**config.mk**
```make
export PLATFORM = sky130hd
export DESIGN_NAME = nor_bus_master
export DESIGN_NICKNAME = d
export VERILOG_FILES = /design/src/rtl/nbm_pkg.sv /design/src/rtl/nbm_phase_timer.sv /design/src/rtl/nbm_rdy_sampler.sv /design/src/rtl/nbm_pin_polarity.sv /design/src/rtl/nor_bus_master.sv
export SDC_FILE = /design/constraint.sdc
export NUM_CORES = 1
export LEC_CHECK = 0
export BUFFER_PORTS_ARGS = -buffer_cell sky130_fd_sc_hd__buf_2
export CELL_PAD_IN_SITES_DETAIL_PLACEMENT = 1
export CELL_PAD_IN_SITES_GLOBAL_PLACEMENT = 1
export CORE_MARGIN = 1
export CORE_UTILIZATION = 36
export DETAILED_ROUTE_END_ITERATION = 10
export PLACE_DENSITY_LB_ADDON = 0.1
export SLEW_MARGIN = 20
export SYNTH_ARGS = -nofsm -noshare
export SYNTH_HDL_FRONTEND = slang
export SYNTH_SLANG_ARGS = --single-unit
export TNS_END_PERCENT = 50
```
**constraint.sdc**
```tcl
create_clock -name clk -period 3.8 [get_ports clk]
set_clock_uncertainty 0.05 [all_clocks]
set_input_delay 0 -clock clk [delete_from_list [all_inputs] [get_ports clk]]
set_output_delay 0 -clock clk [all_outputs]
set_load 0.02 [all_outputs]
```
**src/rtl/nbm_pkg.sv**
```systemverilog
package nbm_pkg;

  typedef enum logic [2:0] {
    ST_IDLE,
    ST_SETUP,
    ST_ADV,
    ST_MUX,
    ST_WR,
    ST_RD,
    ST_HOLD
  } nbm_state_e;

  // a field value of N spans N+1 cycles: the phase ends once the count reaches N
  function automatic logic phase_over(input logic [15:0] cnt, input logic [15:0] field);
    return cnt >= field;
  endfunction

  // convert an internal active flag to a pin level under a polarity bit
  function automatic logic pin_level(input logic act, input logic active_high);
    return active_high ? act : ~act;
  endfunction

endpackage

```
**src/rtl/nbm_phase_timer.sv**
```systemverilog
module nbm_phase_timer import nbm_pkg::*; #(
  parameter int CW = 9
) (
  input  logic          clk,
  input  logic          rst_n,
  input  logic          restart,
  output logic [CW-1:0] cnt
);
  localparam logic [CW-1:0] CNT_MAX = {CW{1'b1}};

  always_ff @(posedge clk or negedge rst_n) begin
    if (!rst_n)              cnt <= '0;
    else if (restart)        cnt <= '0;
    else if (cnt != CNT_MAX) cnt <= cnt + 1'b1;
  end

  AST_CNT_NO_WRAP: assert property (@(posedge clk) disable iff (!rst_n)
    (!restart && cnt == CNT_MAX) |=> (cnt == CNT_MAX));

endmodule

```
**src/rtl/nbm_rdy_sampler.sv**
```systemverilog
module nbm_rdy_sampler (
  input  logic clk,
  input  logic rst_n,
  input  logic in_rd,
  input  logic eligible,
  input  logic rdy_pin,
  input  logic rdy_hi,
  input  logic lead,
  output logic cap_now,
  output logic got
);
  logic rdy_act;
  logic pend;
  logic hit;

  assign rdy_act = (rdy_pin == rdy_hi);
  assign hit     = in_rd && !got && !pend && eligible && rdy_act;
  assign cap_now = in_rd && !got && (pend || (hit && !lead));

  always_ff @(posedge clk or negedge rst_n) begin
    if (!rst_n) begin
      pend <= 1'b0;
      got  <= 1'b0;
    end else begin
      pend <= hit && lead;
      got  <= in_rd && (got || cap_now);
    end
  end

  AST_LEAD_ONE_LATE: assert property (@(posedge clk) disable iff (!rst_n)
    (cap_now && lead) |-> $past(rdy_act && eligible && in_rd));

endmodule

```
**src/rtl/nbm_pin_polarity.sv**
```systemverilog
module nbm_pin_polarity import nbm_pkg::*; #(
  parameter int N = 4
) (
  input  logic [N-1:0] act,
  input  logic [N-1:0] hi,
  output logic [N-1:0] pin
);
  for (genvar i = 0; i < N; i++) begin : g_pin
    assign pin[i] = pin_level(act[i], hi[i]);
  end
endmodule

```
**src/rtl/nor_bus_master.sv**
```systemverilog
module nor_bus_master import nbm_pkg::*; #(
  parameter int DW      = 32,
  parameter int AW      = 28,
  parameter int SHORT_W = 4,
  parameter int LONG_W  = 8
) (
  input  logic               clk,
  input  logic               rst_n,
  input  logic               cfg_wide,
  input  logic               cfg_mux,
  input  logic               cfg_rdy_lead,
  input  logic               cfg_cs_hi,
  input  logic               cfg_adv_hi,
  input  logic               cfg_strobe_hi,
  input  logic               cfg_rdy_hi,
  input  logic [SHORT_W-1:0] cfg_t_ce,
  input  logic [SHORT_W-1:0] cfg_t_adv,
  input  logic [SHORT_W-1:0] cfg_t_mux,
  input  logic [SHORT_W-1:0] cfg_t_we,
  input  logic [SHORT_W-1:0] cfg_t_hold,
  input  logic [LONG_W-1:0]  cfg_t_oe,
  input  logic [LONG_W-1:0]  cfg_t_wait,
  input  logic               req,
  input  logic               we,
  input  logic [AW-1:0]      addr,
  input  logic [DW-1:0]      wdata,
  output logic [DW-1:0]      rdata,
  output logic               busy,
  output logic               done,
  output logic               nor_cs,
  output logic               nor_adv,
  output logic               nor_oe,
  output logic               nor_we,
  output logic [AW-1:0]      nor_addr,
  output logic [DW-1:0]      nor_ad_out,
  output logic               nor_ad_drive,
  input  logic [DW-1:0]      nor_ad_in,
  input  logic               nor_rdy
);
  localparam int CW   = LONG_W + 1;
  localparam int HALF = DW / 2;

  function automatic logic [DW-1:0] lane_mask(input logic wide);
    return wide ? {DW{1'b1}} : {{(DW-HALF){1'b0}}, {HALF{1'b1}}};
  endfunction

  nbm_state_e         state, state_n;
  logic [CW-1:0]      cnt;
  logic               restart;
  logic               accept;
  logic               finish;
  logic [LONG_W-1:0]  field_cur;
  logic               phase_end;
  logic               eligible;
  logic               cap_now;
  logic               got;
  logic               we_q;
  logic [AW-1:0]      addr_q;
  logic [DW-1:0]      wdata_q;
  logic [DW-1:0]      rdata_q;
  logic               done_q;
  logic [DW-1:0]      mask;
  logic               addr_on_lanes;
  logic [3:0]         act_vec;
  logic [3:0]         hi_vec;
  logic [3:0]         pin_vec;

  // length field of the phase in progress
  always_comb begin
    unique case (state)
      ST_SETUP: field_cur = LONG_W'(cfg_t_ce);
      ST_ADV:   field_cur = LONG_W'(cfg_t_adv);
      ST_MUX:   field_cur = LONG_W'(cfg_t_mux);
      ST_WR:    field_cur = LONG_W'(cfg_t_we);
      ST_RD:    field_cur = cfg_t_oe;
      ST_HOLD:  field_cur = LONG_W'(cfg_t_hold);
      default:  field_cur = '0;
    endcase
  end

  assign phase_end = phase_over(16'(cnt), 16'(field_cur));
  assign eligible  = !phase_over(16'(cfg_t_wait), 16'(cnt));

  always_comb begin
    state_n = state;
    accept  = 1'b0;
    finish  = 1'b0;
    unique case (state)
      ST_IDLE:  if (req) begin state_n = ST_SETUP; accept = 1'b1; end
      ST_SETUP: if (phase_end) state_n = ST_ADV;
      ST_ADV:   if (phase_end) state_n = cfg_mux ? ST_MUX : (we_q ? ST_WR : ST_RD);
      ST_MUX:   if (phase_end) state_n = we_q ? ST_WR : ST_RD;
      ST_WR:    if (phase_end) state_n = ST_HOLD;
      ST_RD:    if ((got || cap_now) && phase_end) state_n = ST_HOLD;
      ST_HOLD:  if (phase_end) begin state_n = ST_IDLE; finish = 1'b1; end
      default:  state_n = ST_IDLE;
    endcase
  end

  assign restart = (state_n != state);

  always_ff @(posedge clk or negedge rst_n) begin
    if (!rst_n) begin
      state   <= ST_IDLE;
      we_q    <= 1'b0;
      addr_q  <= '0;
      wdata_q <= '0;
      rdata_q <= '0;
      done_q  <= 1'b0;
    end else begin
      state  <= state_n;
      done_q <= finish;
      if (accept) begin
        we_q    <= we;
        addr_q  <= addr;
        wdata_q <= wdata;
      end
      if (cap_now) rdata_q <= nor_ad_in & mask;
    end
  end

  nbm_phase_timer #(.CW(CW)) i_timer (
    .clk     (clk),
    .rst_n   (rst_n),
    .restart (restart),
    .cnt     (cnt)
  );

  nbm_rdy_sampler i_rdy (
    .clk      (clk),
    .rst_n    (rst_n),
    .in_rd    (state == ST_RD),
    .eligible (eligible),
    .rdy_pin  (nor_rdy),
    .rdy_hi   (cfg_rdy_hi),
    .lead     (cfg_rdy_lead),
    .cap_now  (cap_now),
    .got      (got)
  );

  // internal active flags: {cs, adv, oe, we}
  assign act_vec[3] = (state != ST_IDLE) && (state != ST_SETUP);
  assign act_vec[2] = (state == ST_ADV);
  assign act_vec[1] = (state == ST_RD);
  assign act_vec[0] = (state == ST_WR);
  assign hi_vec     = {cfg_cs_hi, cfg_adv_hi, cfg_strobe_hi, cfg_strobe_hi};

  nbm_pin_polarity #(.N(4)) i_pol (
    .act (act_vec),
    .hi  (hi_vec),
    .pin (pin_vec)
  );

  assign {nor_cs, nor_adv, nor_oe, nor_we} = pin_vec;

  assign mask          = lane_mask(cfg_wide);
  assign addr_on_lanes = cfg_mux && ((state == ST_ADV) || (state == ST_MUX));
  assign nor_ad_drive  = addr_on_lanes || (state == ST_WR);
  assign nor_ad_out    = (state == ST_WR) ? (wdata_q & mask) :
                         addr_on_lanes    ? (DW'(addr_q) & mask) : '0;
  assign nor_addr      = addr_q;

  assign busy  = (state != ST_IDLE);
  assign done  = done_q;
  assign rdata = rdata_q;

  AST_SETUP_QUIET: assert property (@(posedge clk) disable iff (!rst_n)
    (state == ST_SETUP) |-> (nor_cs != cfg_cs_hi));
  AST_NO_EARLY_CAPTURE: assert property (@(posedge clk) disable iff (!rst_n)
    cap_now |-> (state == ST_RD && cnt > CW'(cfg_t_wait)));
  AST_OE_MIN_WIDTH: assert property (@(posedge clk) disable iff (!rst_n)
    (state == ST_RD && state_n != ST_RD) |-> (cnt >= CW'(cfg_t_oe)));
  AST_DONE_ONE_CYCLE: assert property (@(posedge clk) disable iff (!rst_n)
    done |=> !done);
  AST_DONE_IDLE: assert property (@(posedge clk) disable iff (!rst_n)
    done |-> !busy);
  AST_STROBE_WITHIN_CS: assert property (@(posedge clk) disable iff (!rst_n)
    ((nor_oe == cfg_strobe_hi) || (nor_we == cfg_strobe_hi) || (nor_adv == cfg_adv_hi))
      |-> (nor_cs == cfg_cs_hi));
  AST_ADDR_HELD_BUSY: assert property (@(posedge clk) disable iff (!rst_n)
    busy |=> (addr_q == $past(addr_q)));

endmodule

```
==> metrics, run 1 <==
relative slew slack 0.350; H-tree depth 3; RSZ-0062 raised after global routing no; Final ANT Viol Nets 0; critical path endpoint i_timer.cnt[0]; Die X 125 um; Syn Area/Cell 11.7 um^2; # IOs 239; clock slew at reported path FFs 70 ps; Post-CTS Setup Bufs 0; worst setup path class reg -> reg; routed length per instance 18.6 um; Max IR drop VDD 0.371 mV; period utilisation layout 0.872; Syn Inst Count 464; worst-margin pin slew 975 ps; Detailed Route WL 18200 um; Pleak 4.08 nW; Worst EP required 4020 ps; Rows 44; synthesized cell area 0.00545 mm^2; status complete, but fails checks; 1st-iter DRT viols 198; warnings from Yosys 0; R2R Setup Slk 490 ps; CTS tree done; DR DRC count 23; Crit. Startpoint state[2]; R2R Path End i_timer.cnt[0]; RD Place Congestion 0.796; router iterations before antenna repair 7; mean number of vias per cell 5.02; first-pass GRT wire length 29900 um; launch point of the worst reg-to-reg path state[2]; fill count 1651; DP HPWL 12100 um; # setup viols final 0; Core Box Area 0.0146 mm^2; Setup crit start kind flip-flop; Critical Path Fanout Max 12; layout cells sized above 1 0.432; root buffer cell clkbuf_16; max-slew violation count 0; #FFs+latches synth 108; GRT Util Overall 0.244; Die Area 0.0156 mm^2; ys flop type dfrtp_1; initial core utilization 0.372; Clock Path Buffers 2; Max Clock Freq 0.302 GHz; Clock Latency Late Sink 350 ps; max_cap viols 0; hold crit path type in -> reg; Num Clock Sinks 108; CP arrival 3540 ps; setup_tns 0 ps; initial antenna violation count 1; R2R depth 12; Power Density 635 mW/mm^2; CP Capture Type flip-flop; crit path time final 3310 ps; pin count of the biggest net entering global routing 70; Syn Nets 622; Yosys cell types 48; Seq/Total Area, Yosys 0.496; Final Hold Viols 0; vias in the first global route 5650; failing checks DRC; port bufs 238; grt ovf 0; dpl cells 869; routed via count 4931; Synth async-reset ratio 1.00; clock buffer count from CTS 9; fin nets 950; area grow syn2layout 48.3%; Post-synth EDFFs 0; Non-Filler Instances 982; Die H 125 um
## registers in the layout (all words and copies together) (netlist names)
register / cells
i_rdy.got: 1
wdata_q: 32
nor_addr: 28
i_rdy.pend: 1
we_q: 1
i_timer.cnt: 9
state: 3
rdata: 32
done: 1
## critical path: stages (launching register included)
cell and delay (ps):
dfrtp_1 380, buf_4 190, nor2b_1 360, a22oi_1 140
o22ai_1 160, a21oi_1 70, ha_1 200, or4_1 500
a21oi_1 240, o31ai_1 170, a221oi_1 280, o21ai_1 310
nor2_1 190
## layout make-up
type | count | area [um^2] | share of cell area
clock inverter | 3 | 43.8 | 0.00542
antenna | 1 | 2.50 | 0.000310
tap | 184 | 230 | 0.0285
inverter | 31 | 116 | 0.0144
clock buffer | 13 | 260 | 0.0322
timing repair buffer | 343 | 2220 | 0.275
sequential | 108 | 2700 | 0.334
multi-input combinational | 299 | 2510 | 0.310
## metrics by stage
step / hold WS (ps) / power, W / worst slack [ps] / utilization / cell area, um^2
2_1_floorplan: -346 / 0.00331 / 774 / - / 5450
3_3_place_gp: 119 / 0.00400 / 640 / 0.465 / 6820
3_5_place_dp: 126 / 0.00408 / 473 / 0.465 / 6820
4_1_cts: 13.5 / 0.00516 / 463 / 0.552 / 8080
5_1_grt: 51.6 / 0.00548 / 137 / 0.552 / 8080
6_report: 22.3 / 0.00514 / 485 / 0.552 / 8080
## Yosys cell counts (all sizes together), types with 10 or more instances
cell type	instances	area (um^2)
a21oi	11	55.1
inv	30	113
nor2b	14	87.6
nor2	22	82.6
clkbuf	17	63.8
dfrtp	108	2700
a22oi	17	128
xnor2	10	87.6
ha	18	225
a22o	18	158
mux2	77	920
mux2i	22	220
nand2	29	109
## how the worst min path moves through the flow
| stage | startpoint | to | slack, ps | cells after the start |
|---|---|---|---|---|
| global route | cfg_mux | state[1] | 50 | 3 |
| finish | cfg_mux | state[1] | 20 | 3 |
| detailed placement | rst_n | done | 130 | 1 |
| floorplan | rst_n | done | -350 | 0 |
| global placement | rst_n | done | 120 | 1 |
| CTS | cfg_mux | state[1] | 10 | 3 |
## power by group
group	switching, W	internal, W
Clock	0.000422	0.000550
Sequential	0.000274	0.00154
Combinational	0.00132	0.00103
Total	0.00201	0.00312
## cell usage in the layout (no fill, tap or decap), types with 5 or more instances in the layout
cell type | synthesis | final
a21oi_1 | 11 | 11
a22o_1 | 18 | 18
a22oi_1 | 17 | 17
buf_2 | 1 | 237
buf_4 | 1 | 10
clkbuf_16 | 0 | 9
dfrtp_1 | 108 | 108
dlygate4sd3_1 | 0 | 96
ha_1 | 18 | 18
inv_1 | 30 | 30
mux2_2 | 63 | 63
mux2_4 | 14 | 14
mux2i_1 | 22 | 22
nand2_1 | 29 | 29
nand2b_1 | 5 | 5
nor2_1 | 22 | 22
nor2b_1 | 14 | 14
nor3_1 | 6 | 5
xnor2_1 | 10 | 10
## routing by layer
layer,global-route usage,vias to the layer above,part of all wire
met5,0,-,0
met4,0.0983,0,0.026
met2,0.433,163,0.51
met3,0.0561,30,0.056
met1,0.284,2437,0.41
li1,-,2301,-
## cells by family (layout without fill, tap and decap cells)
family                   Yosys count  after routing  synth area share
multiplexers                      99             99             0.209
XOR/XNOR                          12             12            0.0193
buffers and inverters             57            390            0.0457
AO/OA/AOI/OAI                     74             74             0.102
AND/OR/NAND/NOR                   96             96            0.0868
other                              0              1                 0
flip-flops                       108            108             0.496
adder cells (fa/ha/maj)           18             18            0.0413
## timing repair
action	4_1_cts	5_1_grt
gates resized for setup	0	0
endpoints found under the hold margin	164	0
hold buffers	96	0
No activity file was read; power rests on OpenSTA's default activity.
==> run 2: changes to the inputs <==
Settings changed: RECOVER_POWER set to 50.
==> run 2 against run 1 <==
Net effect: the run ends with DRC, capacitance limit, slew limit left; routed wire length shrank 0.36%; via count shrank 0.32%; clock-buffer cell count is the same; global-route usage is the same; first-iteration DRC count shrank 0.51%; largest cell class unchanged; sequential share of layout area grew 0.35 points; non-clock buffer count is the same; final area shrank 1.0%; highest routed layer unchanged; sequential power is essentially flat; combinational power shrank 3%.
==> metrics, run 2 (same netlist as run 1, synthesis figures left out) <==
status complete, but fails checks; failing checks DRC, capacitance limit, slew limit; 1st-iter DRT viols 197 (-0.51%); pin count of the biggest net entering global routing 70 (unchanged); launch point of the worst reg-to-reg path state[2]; Detailed Route WL 18200 um (-0.36%); # setup viols final 0 (unchanged); DP HPWL 12100 um (unchanged); Final Hold Viols 0 (unchanged); Post-CTS Setup Bufs 0 (unchanged); root buffer cell clkbuf_16; Power Density 636 mW/mm^2 (+0.12%); mean number of vias per cell 5.01 (-0.32%); Core Box Area 0.0146 mm^2 (unchanged); Pleak 3.89 nW (-4.7%); H-tree depth 3 (unchanged); clock slew at reported path FFs 70 ps (about the same); Die H 125 um (unchanged); Clock Latency Late Sink 350 ps (about the same); Rows 44 (unchanged); fill count 1694 (+2.6%); Critical Path Fanout Max 12 (unchanged); most frequent cells in the layout buf_2, dfrtp_1, dlygate4sd3_1, clkbuf_1, mux2_2; post_cts resized 0 (unchanged); max-slew violation count 70 (+70); GRT Util Overall 0.244 (unchanged); initial core utilization 0.372 (unchanged); Finished Core Util 0.546 (-0.00564); setup_tns 0 ps (unchanged); R2R Path End i_timer.cnt[0]; Die X 125 um (unchanged); Crit. Startpoint state[2]; initial antenna violation count 1 (unchanged); Max Clock Freq 0.301 GHz (-0.16%); DR DRC count 22 (-4.3%); routed length per instance 18.5 um (-0.36%); Max IR drop VDD 0.372 mV (+0.12%); # IOs 239 (unchanged); crit path time final 3320 ps (+5.18 ps); CTS tree done; Final ANT Viol Nets 0 (unchanged); CP arrival 3540 ps (about the same); worst-margin pin slew 1730 ps (+757 ps); Total Power 0.00509 W (-0.90%); R2R Setup Slk 480 ps (about the same); RSZ-0062 raised after global routing no; hold crit path type in -> reg; R2R depth 12 (unchanged); worst setup path class reg -> reg; number of hold buffers added after cts 96 (unchanged); area grow syn2layout 46.8%; Clock Path Buffers 2 (unchanged); clock buffer count from CTS 9 (unchanged); Setup crit start kind flip-flop; Worst EP required 4020 ps (about the same); layout cells sized above 1 0.354 (-0.0778); grt ovf 0 (unchanged); Worst Hold Path Cells 3 (unchanged); CP Capture Type flip-flop; router iterations before antenna repair 7 (unchanged); RD Place Congestion 0.796 (unchanged); fin nets 950 (unchanged); vias in the first global route 5650 (unchanged); port bufs 238 (unchanged); routed via count 4915 (-0.32%); critical path endpoint i_timer.cnt[0]; first-pass GRT wire length 29900 um (unchanged); Die Area 0.0156 mm^2 (unchanged); max_cap viols 1 (+1); commonest non-fill, non-tap cell in the layout buf_2; period utilisation layout 0.874 (+0.00136); relative slew slack -0.155 (-0.505); Num Clock Sinks 108 (unchanged)
## run 2: cell count changes in the layout (fill, tap and decap cells not counted)
cell / previous run / this run
buf_2: 237 / 175
buf_4: 10 / 8
clkbuf_1: 2 / 64
clkbuf_2: 0 / 2
## run 2: how the worst min path moves through the flow
stage          slack, ps    start       end
3_5_place_dp         130    rst_n      done
3_3_place_gp         120    rst_n      done
5_1_grt               50  cfg_mux  state[1]
4_1_cts               10  cfg_mux  state[1]
6_report              20  cfg_mux  state[1]
2_1_floorplan       -350    rst_n      done
## run 2: layout make-up
class | instances | area (um^2) | share of cell area
diodes | 1 | 2.50 | 0.000313
clock buffers | 13 | 260 | 0.0325
clock inverters | 3 | 43.8 | 0.00547
inverters | 31 | 116 | 0.0145
multi-input cells | 299 | 2510 | 0.313
flip-flops and latches | 108 | 2700 | 0.338
well taps | 184 | 230 | 0.0288
repair buffers | 343 | 2140 | 0.267
## run 2: worst max-delay path, cell delays in order (launching register included)
cell and delay (ps):
dfrtp_1 380, buf_4 190, nor2b_1 360, a22oi_1 140, o22ai_1 160, a21oi_1 70
ha_1 200, or4_1 500, a21oi_1 240, o31ai_1 170, a221oi_1 280, o21ai_1 310
nor2_1 190
## run 2: metrics by stage
step	hold WS, ps	instances	setup slack [ps]	area, um^2
4_1_cts	13.5	981	463	8080
2_1_floorplan	-346	464	774	5450
6_report	22.1	982	480	8000
3_5_place_dp	126	869	473	6820
5_1_grt	51.6	982	137	8000
3_3_place_gp	119	869	640	6820
## run 2: routing by layer
layer  track usage  share of wire  wire, um  vias to the layer above
met2         0.433           0.51      9300                      159
met5             0              0         0                        -
met4        0.0983          0.026       472                        0
met3        0.0561          0.054       977                       30
met1         0.284           0.41      7440                     2427
li1              -              -         -                     2299
## run 2: power by group
| part | internal, W | switching (W) |
|---|---|---|
| Sequential | 0.00154 | 0.000278 |
| Clock | 0.000550 | 0.000423 |
| Combinational | 0.000981 | 0.00131 |
| Total | 0.00307 | 0.00201 |
==> run 3: changes to the inputs <==
Settings changed: CORE_ASPECT_RATIO set to 0.6.
==> run 3 against run 2 <==
Net effect: the run ends with capacitance limit, slew limit left; die area rose by 0.11%; critical path type unchanged; via count is 0.41% higher; clock-buffer cell count is 3 lower; combinational power hardly changed; highest routed layer unchanged; sequential share of layout area shrank 0.18 points; critical path depth stayed put; non-clock buffer count up 2; core utilization is 0.34 points higher; worst hold slack improved by 13 ps; critical endpoint is now i_timer.cnt[5].
==> metrics, run 3 (same netlist as run 1, synthesis figures left out) <==
Die H 97.3 um (-22%); GRT Util Overall 0.240 (-0.00349); Psw 0.00208 W (+3.0%); Final Hold Viols 0 (unchanged); R2R Path End i_timer.cnt[5]; Crit path depth 12 (unchanged); clock share of power 0.194 (+0.003); setup_tns 0 ps (unchanged); Rows 34 (-23%); Pleak 3.90 nW (+0.33%); area grow syn2layout 47.6%; most frequent cells in the layout buf_2, dfrtp_1, dlygate4sd3_1, mux2_2, clkbuf_1; root buffer cell clkbuf_16; clock slew at reported path FFs 70 ps (about the same); worst-margin pin slew 1510 ps (-226 ps); 1st-iter DRT viols 220 (+12%); layout cells sized above 1 0.359 (+0.00537); max_cap viols 1 (unchanged); vias in the first global route 5404 (-4.4%); relative slew slack -0.00471 (+0.150); router iterations before antenna repair 6 (-1); combinational share of power 0.446 (-0.005); failing checks capacitance limit, slew limit; CP bufs+invs 1 (unchanged); routed via count 4935 (+0.41%); initial core utilization 0.372 (about the same); Critical Path Fanout Max 9 (-3); CTS tree done; Int Pwr 0.00307 W (about the same); H-tree depth 3 (unchanged); R2R depth 12 (unchanged); R2R Setup Slk 320 ps (-160 ps); grt ovf 0 (unchanged); Max Clock Freq 0.288 GHz (-4.5%); Top delay family on crit path compound AO/OA/AOI/OAI gates; Detailed Route WL 18200 um (+0.20%); pin count of the biggest net entering global routing 60 (-14%); # IOs 239 (unchanged); DR DRC count 0 (-100%); mean number of vias per cell 4.95 (-1.1%); CP Capture Type flip-flop; DP HPWL 12700 um (+4.2%); max-slew violation count 59 (-16%); port bufs 238 (unchanged); hold slack 35.5 ps (+13.4 ps); fin nets 952 (+0.21%); crit path time final 3480 ps (+158 ps); n_diodes 0 (-1); first-pass GRT wire length 29600 um (-1.1%); Setup crit start kind flip-flop; status complete, but fails checks; dpl cells 885 (+1.8%); sequential share of power 0.360 (+0.002); initial antenna violation count 0 (-1); CP max stage delay 510 ps (about the same); hold crit path type in -> reg; Clock Path Buffers 2 (unchanged); launch point of the worst reg-to-reg path state[2]; CP cell instances clkinv_1 -> nor2_1 -> a22oi_1 -> o22ai_1 -> a21oi_1 -> ha_1 -> or4_1 -> a21oi_1 -> o31ai_1 -> a221oi_1 -> o21ai_2 -> nor2_1; Final ANT Viol Nets 0 (unchanged); worst setup path class reg -> reg; Die X 161 um (+29%); CP arrival 3700 ps (+160 ps); # setup viols final 0 (unchanged); routed length per instance 18.3 um (-1.3%); Max IR drop VDD 0.333 mV (-10%); commonest non-fill, non-tap cell in the layout buf_2; Clock Latency Late Sink 340 ps (about the same); period utilisation layout 0.915 (+0.0415); RD Place Congestion 0.860 (+7.9%); switching share of power 0.403 (+0.00736); Crit. Startpoint state[2]; Num Clock Sinks 108 (unchanged); Critical Path Slowest Stage Cell or4_1; Core Box Area 0.0146 mm^2 (about the same); clock buffer count from CTS 9 (unchanged); Power Density 640 mW/mm^2 (+0.60%); Worst EP required 4020 ps (about the same); critical path endpoint i_timer.cnt[5]; Die Area 0.0157 mm^2 (+0.11%); Non-Filler Instances 997 (+1.5%); RSZ-0062 raised after global routing no
## run 3: cell types whose count changed in the layout (fill, tap and decap cells not counted), sizes merged
cell,before,now
buf,183,185
clkbuf,77,74
diode,1,0
inv,31,34
## run 3: routing by layer
metal / GRT usage / routed length, um / vias up
li1: - / - / 2306
met1: 0.320 / 8320 / 2450
met4: 0.0276 / 74 / 0
met2: 0.409 / 8740 / 173
met3: 0.0555 / 1090 / 6
met5: 0 / 0 / -
## run 3: final cells by class
class	instances	area, um^2
Timing Repair Buffer	345	2150
Sequential cell	108	2700
Inverter	31	116
Clock inverter	6	76.3
Clock buffer	10	239
Fill cell	1661	6590
Multi-Input combinational cell	299	2510
Tap cell	198	248
## run 3: worst min-delay path by stage
stage            start        end  slack [ps]  cells past startpoint
2_1_floorplan    rst_n       done        -350                      0
3_3_place_gp     rst_n  rdata[14]        -130                      1
3_5_place_dp     rst_n  rdata[14]        -120                      1
4_1_cts        cfg_mux   state[1]           7                      3
5_1_grt        cfg_mux   state[1]          50                      3
6_report       cfg_mux   state[1]          40                      3
## run 3: power groups by stage
stage / clock [W] / combinational (W) / sequential [W]
floorplan: 0 / 0.00134 / 0.00197
global placement: 0 / 0.00216 / 0.00183
detailed placement: 0 / 0.00223 / 0.00186
CTS: 0.00103 / 0.00232 / 0.00184
global route: 0.00107 / 0.00249 / 0.00191
finish: 0.000998 / 0.00229 / 0.00186
## run 3: stage by stage
step           cell area [um^2]  worst slack, ps  utilization  power (W)
2_1_floorplan              5450              774            -    0.00331
3_3_place_gp               6850              464        0.468    0.00400
3_5_place_dp               6850              221        0.468    0.00410
4_1_cts                    8130              203        0.555    0.00520
5_1_grt                    8050             53.1        0.550    0.00547
6_report                   8050              323        0.550    0.00515
## run 3: tightest hold or removal path, cell delays in order
cell      delay (ps)
buf_2            140
a21oi_1           90
o211ai_1         150
## run 3: repair_timing
item / in CTS / in global routing
endpoints found under the hold margin: 145 / 0
hold buffers: 96 / 0
gates resized for setup: 0 / 2
endpoints found under the setup margin: 0 / 9
buffers inserted: 0 / 0
